==> config.mk <==
export PLATFORM = sky130hd
export DESIGN_NAME = ucode_sequencer
export DESIGN_NICKNAME = d
export VERILOG_FILES = /design/src/rtl/ucseq_pkg.sv /design/src/rtl/ucseq_store.sv /design/src/rtl/ucseq_dispatch.sv /design/src/rtl/ucseq_field_decode.sv /design/src/rtl/ucode_sequencer.sv
export SDC_FILE = /design/constraint.sdc
export NUM_CORES = 1
export LEC_CHECK = 0
export CORE_AREA = 2 2 39 41
export CTS_CLUSTER_SIZE = 25
export DETAILED_ROUTE_END_ITERATION = 10
export DIE_AREA = 0 0 41 43
export DONT_BUFFER_PORTS = 1
export PLACE_DENSITY = 0.61
export RECOVER_POWER = 25
export SETUP_SLACK_MARGIN = 0.02
export SYNTH_ARGS = -nofsm -noshare
export SYNTH_HDL_FRONTEND = slang
export SYNTH_SLANG_ARGS = --single-unit
==> constraint.sdc <==
create_clock -name clk -period 3.5 [get_ports clk]
set_input_delay 0.35 -clock clk [delete_from_list [all_inputs] [get_ports clk]]
set_output_delay 0.35 -clock clk [all_outputs]
set_load 0.005 [all_outputs]
==> src/rtl/ucseq_pkg.sv <==
package ucseq_pkg;

  localparam int unsigned OP_W = 6;

  typedef enum logic [1:0] {
    SEQ_FETCH = 2'b00,
    SEQ_TBL1  = 2'b01,
    SEQ_TBL2  = 2'b10,
    SEQ_STEP  = 2'b11
  } seq_e;

  typedef enum logic [1:0] {
    ALU_ADD  = 2'b00,
    ALU_SUB  = 2'b01,
    ALU_FUNC = 2'b10
  } alu_e;

  typedef enum logic [1:0] {
    OPB_REGB  = 2'b00,
    OPB_FOUR  = 2'b01,
    OPB_IMM   = 2'b10,
    OPB_IMMSH = 2'b11
  } opb_e;

  typedef enum logic [1:0] {
    RF_IDLE  = 2'b00,
    RF_READ  = 2'b01,
    RF_WRALU = 2'b10,
    RF_WRMDR = 2'b11
  } rf_e;

  typedef enum logic [1:0] {
    MM_IDLE  = 2'b00,
    MM_RDPC  = 2'b01,
    MM_RDALU = 2'b10,
    MM_WRALU = 2'b11
  } mm_e;

  typedef enum logic [1:0] {
    PCU_HOLD = 2'b00,
    PCU_ALU  = 2'b01,
    PCU_COND = 2'b10,
    PCU_JUMP = 2'b11
  } pcu_e;

  typedef struct packed {
    alu_e alu;
    logic opa_reg;
    opb_e opb;
    rf_e  rf;
    mm_e  mm;
    pcu_e pcu;
    seq_e seq;
  } uword_t;

  localparam logic [OP_W-1:0] OPC_RRR   = 6'b000000;
  localparam logic [OP_W-1:0] OPC_JMP   = 6'b000010;
  localparam logic [OP_W-1:0] OPC_BEQ   = 6'b000100;
  localparam logic [OP_W-1:0] OPC_LOAD  = 6'b100011;
  localparam logic [OP_W-1:0] OPC_STORE = 6'b101011;

  localparam int unsigned UA_FETCH  = 0;
  localparam int unsigned UA_DECODE = 1;
  localparam int unsigned UA_MADDR  = 2;
  localparam int unsigned UA_LDRD   = 3;
  localparam int unsigned UA_LDWB   = 4;
  localparam int unsigned UA_STWR   = 5;
  localparam int unsigned UA_RREX   = 6;
  localparam int unsigned UA_RRWB   = 7;
  localparam int unsigned UA_BRCMP  = 8;
  localparam int unsigned UA_JMPC   = 9;

endpackage

==> src/rtl/ucseq_store.sv <==
module ucseq_store
  import ucseq_pkg::*;
#(
  parameter int unsigned UA_W = 4
) (
  input  logic [UA_W-1:0] addr,
  output uword_t          word
);

  always_comb begin
    word = '{alu: ALU_ADD, opa_reg: 1'b0, opb: OPB_REGB, rf: RF_IDLE,
             mm: MM_IDLE, pcu: PCU_HOLD, seq: SEQ_FETCH};
    case (int'(addr))
      UA_FETCH: begin
        word.opb = OPB_FOUR;
        word.mm  = MM_RDPC;
        word.pcu = PCU_ALU;
        word.seq = SEQ_STEP;
      end
      UA_DECODE: begin
        word.opb = OPB_IMMSH;
        word.rf  = RF_READ;
        word.seq = SEQ_TBL1;
      end
      UA_MADDR: begin
        word.opa_reg = 1'b1;
        word.opb     = OPB_IMM;
        word.seq     = SEQ_TBL2;
      end
      UA_LDRD: begin
        word.mm  = MM_RDALU;
        word.seq = SEQ_STEP;
      end
      UA_LDWB:  word.rf = RF_WRMDR;
      UA_STWR:  word.mm = MM_WRALU;
      UA_RREX: begin
        word.alu     = ALU_FUNC;
        word.opa_reg = 1'b1;
        word.seq     = SEQ_STEP;
      end
      UA_RRWB:  word.rf = RF_WRALU;
      UA_BRCMP: begin
        word.alu     = ALU_SUB;
        word.opa_reg = 1'b1;
        word.pcu     = PCU_COND;
      end
      UA_JMPC:  word.pcu = PCU_JUMP;
      default:  word.seq = SEQ_FETCH;
    endcase
  end

endmodule

==> src/rtl/ucseq_dispatch.sv <==
module ucseq_dispatch
  import ucseq_pkg::*;
#(
  parameter int unsigned UA_W  = 4,
  parameter int unsigned TABLE = 1
) (
  input  logic [OP_W-1:0] opcode,
  output logic [UA_W-1:0] target
);

  generate
    if (TABLE == 1) begin : g_class
      always_comb begin
        case (opcode)
          OPC_RRR:   target = UA_W'(UA_RREX);
          OPC_JMP:   target = UA_W'(UA_JMPC);
          OPC_BEQ:   target = UA_W'(UA_BRCMP);
          OPC_LOAD,
          OPC_STORE: target = UA_W'(UA_MADDR);
          default:   target = UA_W'(UA_FETCH);
        endcase
      end
    end else begin : g_memsplit
      always_comb begin
        case (opcode)
          OPC_LOAD:  target = UA_W'(UA_LDRD);
          OPC_STORE: target = UA_W'(UA_STWR);
          default:   target = UA_W'(UA_FETCH);
        endcase
      end
    end
  endgenerate

endmodule

==> src/rtl/ucseq_field_decode.sv <==
module ucseq_field_decode
  import ucseq_pkg::*;
(
  input  uword_t     word,
  output logic       pc_write,
  output logic       pc_write_cond,
  output logic [1:0] pc_source,
  output logic       iord,
  output logic       mem_read,
  output logic       mem_write,
  output logic       ir_write,
  output logic       reg_write,
  output logic       reg_dst,
  output logic       mem_to_reg,
  output logic       alu_src_a,
  output logic [1:0] alu_src_b,
  output logic [1:0] alu_op
);

  always_comb begin
    alu_op    = word.alu;
    alu_src_a = word.opa_reg;
    alu_src_b = word.opb;
  end

  always_comb begin
    reg_write  = 1'b0;
    reg_dst    = 1'b0;
    mem_to_reg = 1'b0;
    case (word.rf)
      RF_WRALU: begin reg_write = 1'b1; reg_dst = 1'b1; end
      RF_WRMDR: begin reg_write = 1'b1; mem_to_reg = 1'b1; end
      default: ;
    endcase
  end

  always_comb begin
    mem_read  = 1'b0;
    mem_write = 1'b0;
    iord      = 1'b0;
    ir_write  = 1'b0;
    case (word.mm)
      MM_RDPC:  begin mem_read = 1'b1; ir_write = 1'b1; end
      MM_RDALU: begin mem_read = 1'b1; iord = 1'b1; end
      MM_WRALU: begin mem_write = 1'b1; iord = 1'b1; end
      default: ;
    endcase
  end

  always_comb begin
    pc_write      = 1'b0;
    pc_write_cond = 1'b0;
    pc_source     = 2'b00;
    case (word.pcu)
      PCU_ALU:  pc_write = 1'b1;
      PCU_COND: begin pc_write_cond = 1'b1; pc_source = 2'b01; end
      PCU_JUMP: begin pc_write = 1'b1; pc_source = 2'b10; end
      default: ;
    endcase
  end

endmodule

==> src/rtl/ucode_sequencer.sv <==
module ucode_sequencer
  import ucseq_pkg::*;
#(
  parameter int unsigned UA_W  = 4,
  parameter int unsigned DEPTH = 10
) (
  input  logic            clk,
  input  logic            rst_n,
  input  logic [5:0]      opcode,
  output logic [UA_W-1:0] uaddr,
  output logic            pc_write,
  output logic            pc_write_cond,
  output logic [1:0]      pc_source,
  output logic            iord,
  output logic            mem_read,
  output logic            mem_write,
  output logic            ir_write,
  output logic            reg_write,
  output logic            reg_dst,
  output logic            mem_to_reg,
  output logic            alu_src_a,
  output logic [1:0]      alu_src_b,
  output logic [1:0]      alu_op
);

  localparam logic [UA_W-1:0] LAST_UA = UA_W'(DEPTH - 1);

  logic [UA_W-1:0] upc_q;
  logic [UA_W-1:0] upc_nxt;
  logic [UA_W-1:0] upc_inc;
  logic [UA_W-1:0] tgt_tbl1;
  logic [UA_W-1:0] tgt_tbl2;
  uword_t          cur_word;

  ucseq_store #(.UA_W(UA_W)) u_store (
    .addr (upc_q),
    .word (cur_word)
  );

  ucseq_dispatch #(.UA_W(UA_W), .TABLE(1)) u_tbl1 (
    .opcode (opcode),
    .target (tgt_tbl1)
  );

  ucseq_dispatch #(.UA_W(UA_W), .TABLE(2)) u_tbl2 (
    .opcode (opcode),
    .target (tgt_tbl2)
  );

  ucseq_field_decode u_decode (
    .word          (cur_word),
    .pc_write      (pc_write),
    .pc_write_cond (pc_write_cond),
    .pc_source     (pc_source),
    .iord          (iord),
    .mem_read      (mem_read),
    .mem_write     (mem_write),
    .ir_write      (ir_write),
    .reg_write     (reg_write),
    .reg_dst       (reg_dst),
    .mem_to_reg    (mem_to_reg),
    .alu_src_a     (alu_src_a),
    .alu_src_b     (alu_src_b),
    .alu_op        (alu_op)
  );

  // Next-microaddress selection
  always_comb begin
    upc_inc = upc_q + UA_W'(1);
    case (cur_word.seq)
      SEQ_FETCH: upc_nxt = '0;
      SEQ_TBL1:  upc_nxt = tgt_tbl1;
      SEQ_TBL2:  upc_nxt = tgt_tbl2;
      default:   upc_nxt = upc_inc;
    endcase
  end

  always_ff @(posedge clk or negedge rst_n) begin
    if (!rst_n) upc_q <= '0;
    else        upc_q <= upc_nxt;
  end

  assign uaddr = upc_q;

  // the microaddress never leaves the populated store
  assert_uaddr_range_R2: assert property (@(posedge clk) disable iff (!rst_n)
    upc_q <= LAST_UA);

  // fetch steps into decode
  assert_fetch_step_R2: assert property (@(posedge clk) disable iff (!rst_n)
    (upc_q == UA_W'(UA_FETCH)) |=> (upc_q == UA_W'(UA_DECODE)));

  // branch opcode at decode lands on the compare word
  assert_tbl1_branch_R3: assert property (@(posedge clk) disable iff (!rst_n)
    (upc_q == UA_W'(UA_DECODE) && opcode == OPC_BEQ) |=> (upc_q == UA_W'(UA_BRCMP)));

  // address routine only splits into load, store or fetch
  assert_tbl2_exit_R4: assert property (@(posedge clk) disable iff (!rst_n)
    (upc_q == UA_W'(UA_MADDR)) |=>
      (upc_q == UA_W'(UA_LDRD) || upc_q == UA_W'(UA_STWR) || upc_q == UA_W'(UA_FETCH)));

  // terminal words return to fetch
  assert_tail_return_R5: assert property (@(posedge clk) disable iff (!rst_n)
    (upc_q == UA_W'(UA_LDWB) || upc_q == UA_W'(UA_STWR) || upc_q == UA_W'(UA_RRWB) ||
     upc_q == UA_W'(UA_BRCMP) || upc_q == UA_W'(UA_JMPC)) |=> (upc_q == '0));

  // memory is never read and written in the same cycle
  assert_mem_excl_R8: assert property (@(posedge clk) disable iff (!rst_n)
    $onehot0({mem_read, mem_write}));

  // at most one kind of PC update per cycle
  assert_pc_excl_R10: assert property (@(posedge clk) disable iff (!rst_n)
    $onehot0({pc_write, pc_write_cond}));

endmodule

==> summary.md <==
| Metric | Value |
|---|---|
| Status | `complete, no violations` |
| Drt drc | `0` |
| DR iter-0 viols | `8` |
| Setup Skew | `0.00561 ns` |
| Max-cap viol count | `0` |
| Largest net degree at the start of global routing | `14` |
| Post-Syn Area | `517 um^2` |
| Headroom to the max-slew limit | `70.1%` |
| Clock tree sinks | `4` |
| Final Core Density | `39.2%` |
| Skew-Pair Late Insertion Delay | `0.23 ns` |
| Max reg flops | `4` |
| CTS tree | `yes` |
| Synth area leader | `dfrtp_1` |
| Setup-failing EPs final | `0` |
| Synthesized Nets | `77` |
| Total Nets Final | `79` |
| Pwr/cell area | `655 nW/um^2` |
| Worst Path Required | `3.15 ns` |
| Detail Route Antenna Nets | `0` |
| Clock Path Buffers | `2` |
| Worst Max-Slew Pin Slew | `0.448 ns` |
| Dominant cells by area after synthesis | `dfrtp_1 (19%), ha_1 (15%), inv_1 (5.1%)` |
| Tightest Hold Check Type | `in2reg` |
| Peak supply drop | `0.305 mV` |
| Post-place instance area | `509 um^2` |
| # diodes | `0` |
| Die area | `1760 um^2` |
| Post-cts gate resize count | `0` |
| Grt total ovfl | `0` |
| Number of synthesized register bits | `4` |
| Site Rows | `14` |
| WL met3 | `82 um` |
| Fin. max-slew vios | `0` |
| Post-synth EDFFs | `0` |
| Sum Neg Setup Slack | `0 ns` |
| Clk slew on worst S/H paths | `0.03 ns` |
| Placer Congestion | `0.706` |
| Final min period | `2.20 ns` |
| Cts bufs inserted | `3` |
| DR vias/cell | `5.62` |
| Met2 WL | `543 um` |
| Vias in the first global route | `421` |
| Port Buffers | `0` |
| Tcrit/Tclk final | `62.9%` |
| Vias post-DR | `444` |
| WL final | `1.07 mm` |
| Post-DR wirelength/cell | `13.5 um` |
| Initial antenna violation count | `0` |
| Async S/R FF share, synth | `100%` |
| WS Path Type | `reg2out` |
| Ys Warns | `0` |
| Core area | `1380 um^2` |
| Flip-flop and latch area | `100 um^2` |
| CTS H-Tree Depth | `1` |
| Filler cells | `139` |
| Seq/Total Area, Yosys | `19.4%` |
| IO Pins | `28` |
| Area share of the largest cell type after synthesis | `19.4%` |
| Area Overhead vs Synth | `4.84%` |
| Detailed Place HPWL | `849 um` |
| Die X | `41 um` |
| Root Buffer | `clkbuf_4` |
| Tot Pwr | `0.000355 W` |
| Yosys cell types | `39` |
| Cell area after layout | `542 um^2` |
| RSZ-0062 raised after global routing | `false` |
| Footprint of the multi-input gates | `363 um^2` |
| Hold-critical path depth | `1` |
| First-pass GRT wire length | `1.64 mm` |
| Die height | `43 um` |
| Worst-path maximum fanout | `8` |
| Endpoints failing hold | `0` |
| Layout cells sized above 1 | `12.7%` |
| Initial core utilization | `37.3%` |
| CP Capture Type | `output pin` |
| GRT Total Usage | `13.7%` |
| Max frequency | `0.454 GHz` |
| Post-CTS Setup Bufs | `0` |
| Drt first pass iters | `4` |
| DR top layer | `met3` |
| WL met1 | `443 um` |
| Depth of the most critical reg-to-reg path | `6` |
| Primary FF master, synth | `dfrtp_1` |
| Setup crit start kind | `flip-flop` |
| Syn Area/Cell | `8.20 um^2` |
| WP data arrival | `1.85 ns` |
| Pleak | `0.272 nW` |
| Synth Instances | `63` |
placed cells by master, fill, tap and decap left out, types with 2 or more instances in the layout:
cell type	netlist	layout
nand2b_1	2	2
ha_1	6	6
nand2_1	3	3
clkbuf_4	0	3
nor2b_1	2	2
a21oi_1	2	2
o21a_1	2	2
nor2_1	3	3
o21ai_0	2	2
o21bai_1	2	2
dfrtp_1	4	4
inv_1	7	7
report_power, final:
part | leakage, nW | switching [W] | internal, W
clock | 0.0138 | 0.0000166 | 0.0000382
combinational | 0.205 | 0.000122 | 0.0000961
sequential | 0.0530 | 0.0000226 | 0.0000591
total | 0.272 | 0.000161 | 0.000193
worst paths after layout:
check / startpoint / to / slack (ns)
worst max-delay path: uaddr[0] / mem_read / 1.30
worst min-delay path: opcode[4] / uaddr[3] / 0.24
worst max register to register: uaddr[0] / uaddr[2] / 1.54
worst min register to register: uaddr[1] / uaddr[3] / 0.65
max in group asynchronous: rst_n / uaddr[3] / 2.94
min in group asynchronous: rst_n / uaddr[2] / 0.39
final cells by class:
class,instances,share of cell area [%]
clock buffer,3,4.16
inverter,7,4.85
multi-input combinational,48,67.0
sequential,4,18.5
tap,16,3.70
timing repair buffer,1,1.85
synth_stat cells (2+ instances only):
master,n
o21ai_0,2
dfrtp_1,4
nor2_1,3
inv_1,7
nand2_1,3
a21oi_1,2
o21a_1,2
ha_1,6
o21bai_1,2
nor2b_1,2
nand2b_1,2
layer usage:
layer  track usage (%)  up-vias
met4              8.00        0
met2              21.6       16
met3              4.19        0
met1              15.3      209
met5                 0        -
li1                  -      219
logic make-up (layout without fill, tap and decap cells):
family | after synthesis | count (layout) | synth area share (%)
flops | 4 | 4 | 19.4
buf+inv | 11 | 11 | 10.4
compound gates | 13 | 13 | 17.9
xor+xnor | 2 | 2 | 3.39
simple gates | 26 | 26 | 32.5
mux | 1 | 1 | 1.94
fa+ha+maj | 6 | 6 | 14.5
repair_timing:
action,in CTS,in global routing
endpoints found under the setup margin,0,0
endpoints found under the hold margin,4,0
hold buffers,1,0
stage by stage:
step           std cells  hold WS [ns]  setup WS (ns)
5_1_grt               79         0.228           1.13
6_report              79         0.237           1.30
4_1_cts               79         0.232           1.27
2_1_floorplan         63        0.0544           1.66
3_5_place_dp          75        0.0545           1.51
3_3_place_gp          75        0.0545           1.57
worst max-delay path: stages (launching register included):
cell and delay (ns):
dfrtp_1 0.43, inv_1 0.12, ha_1 0.30, or2b_1 0.25, a21oi_1 0.19, ha_1 0.26, inv_1 0.07
Note: power is estimated with default switching activity, not from simulation.
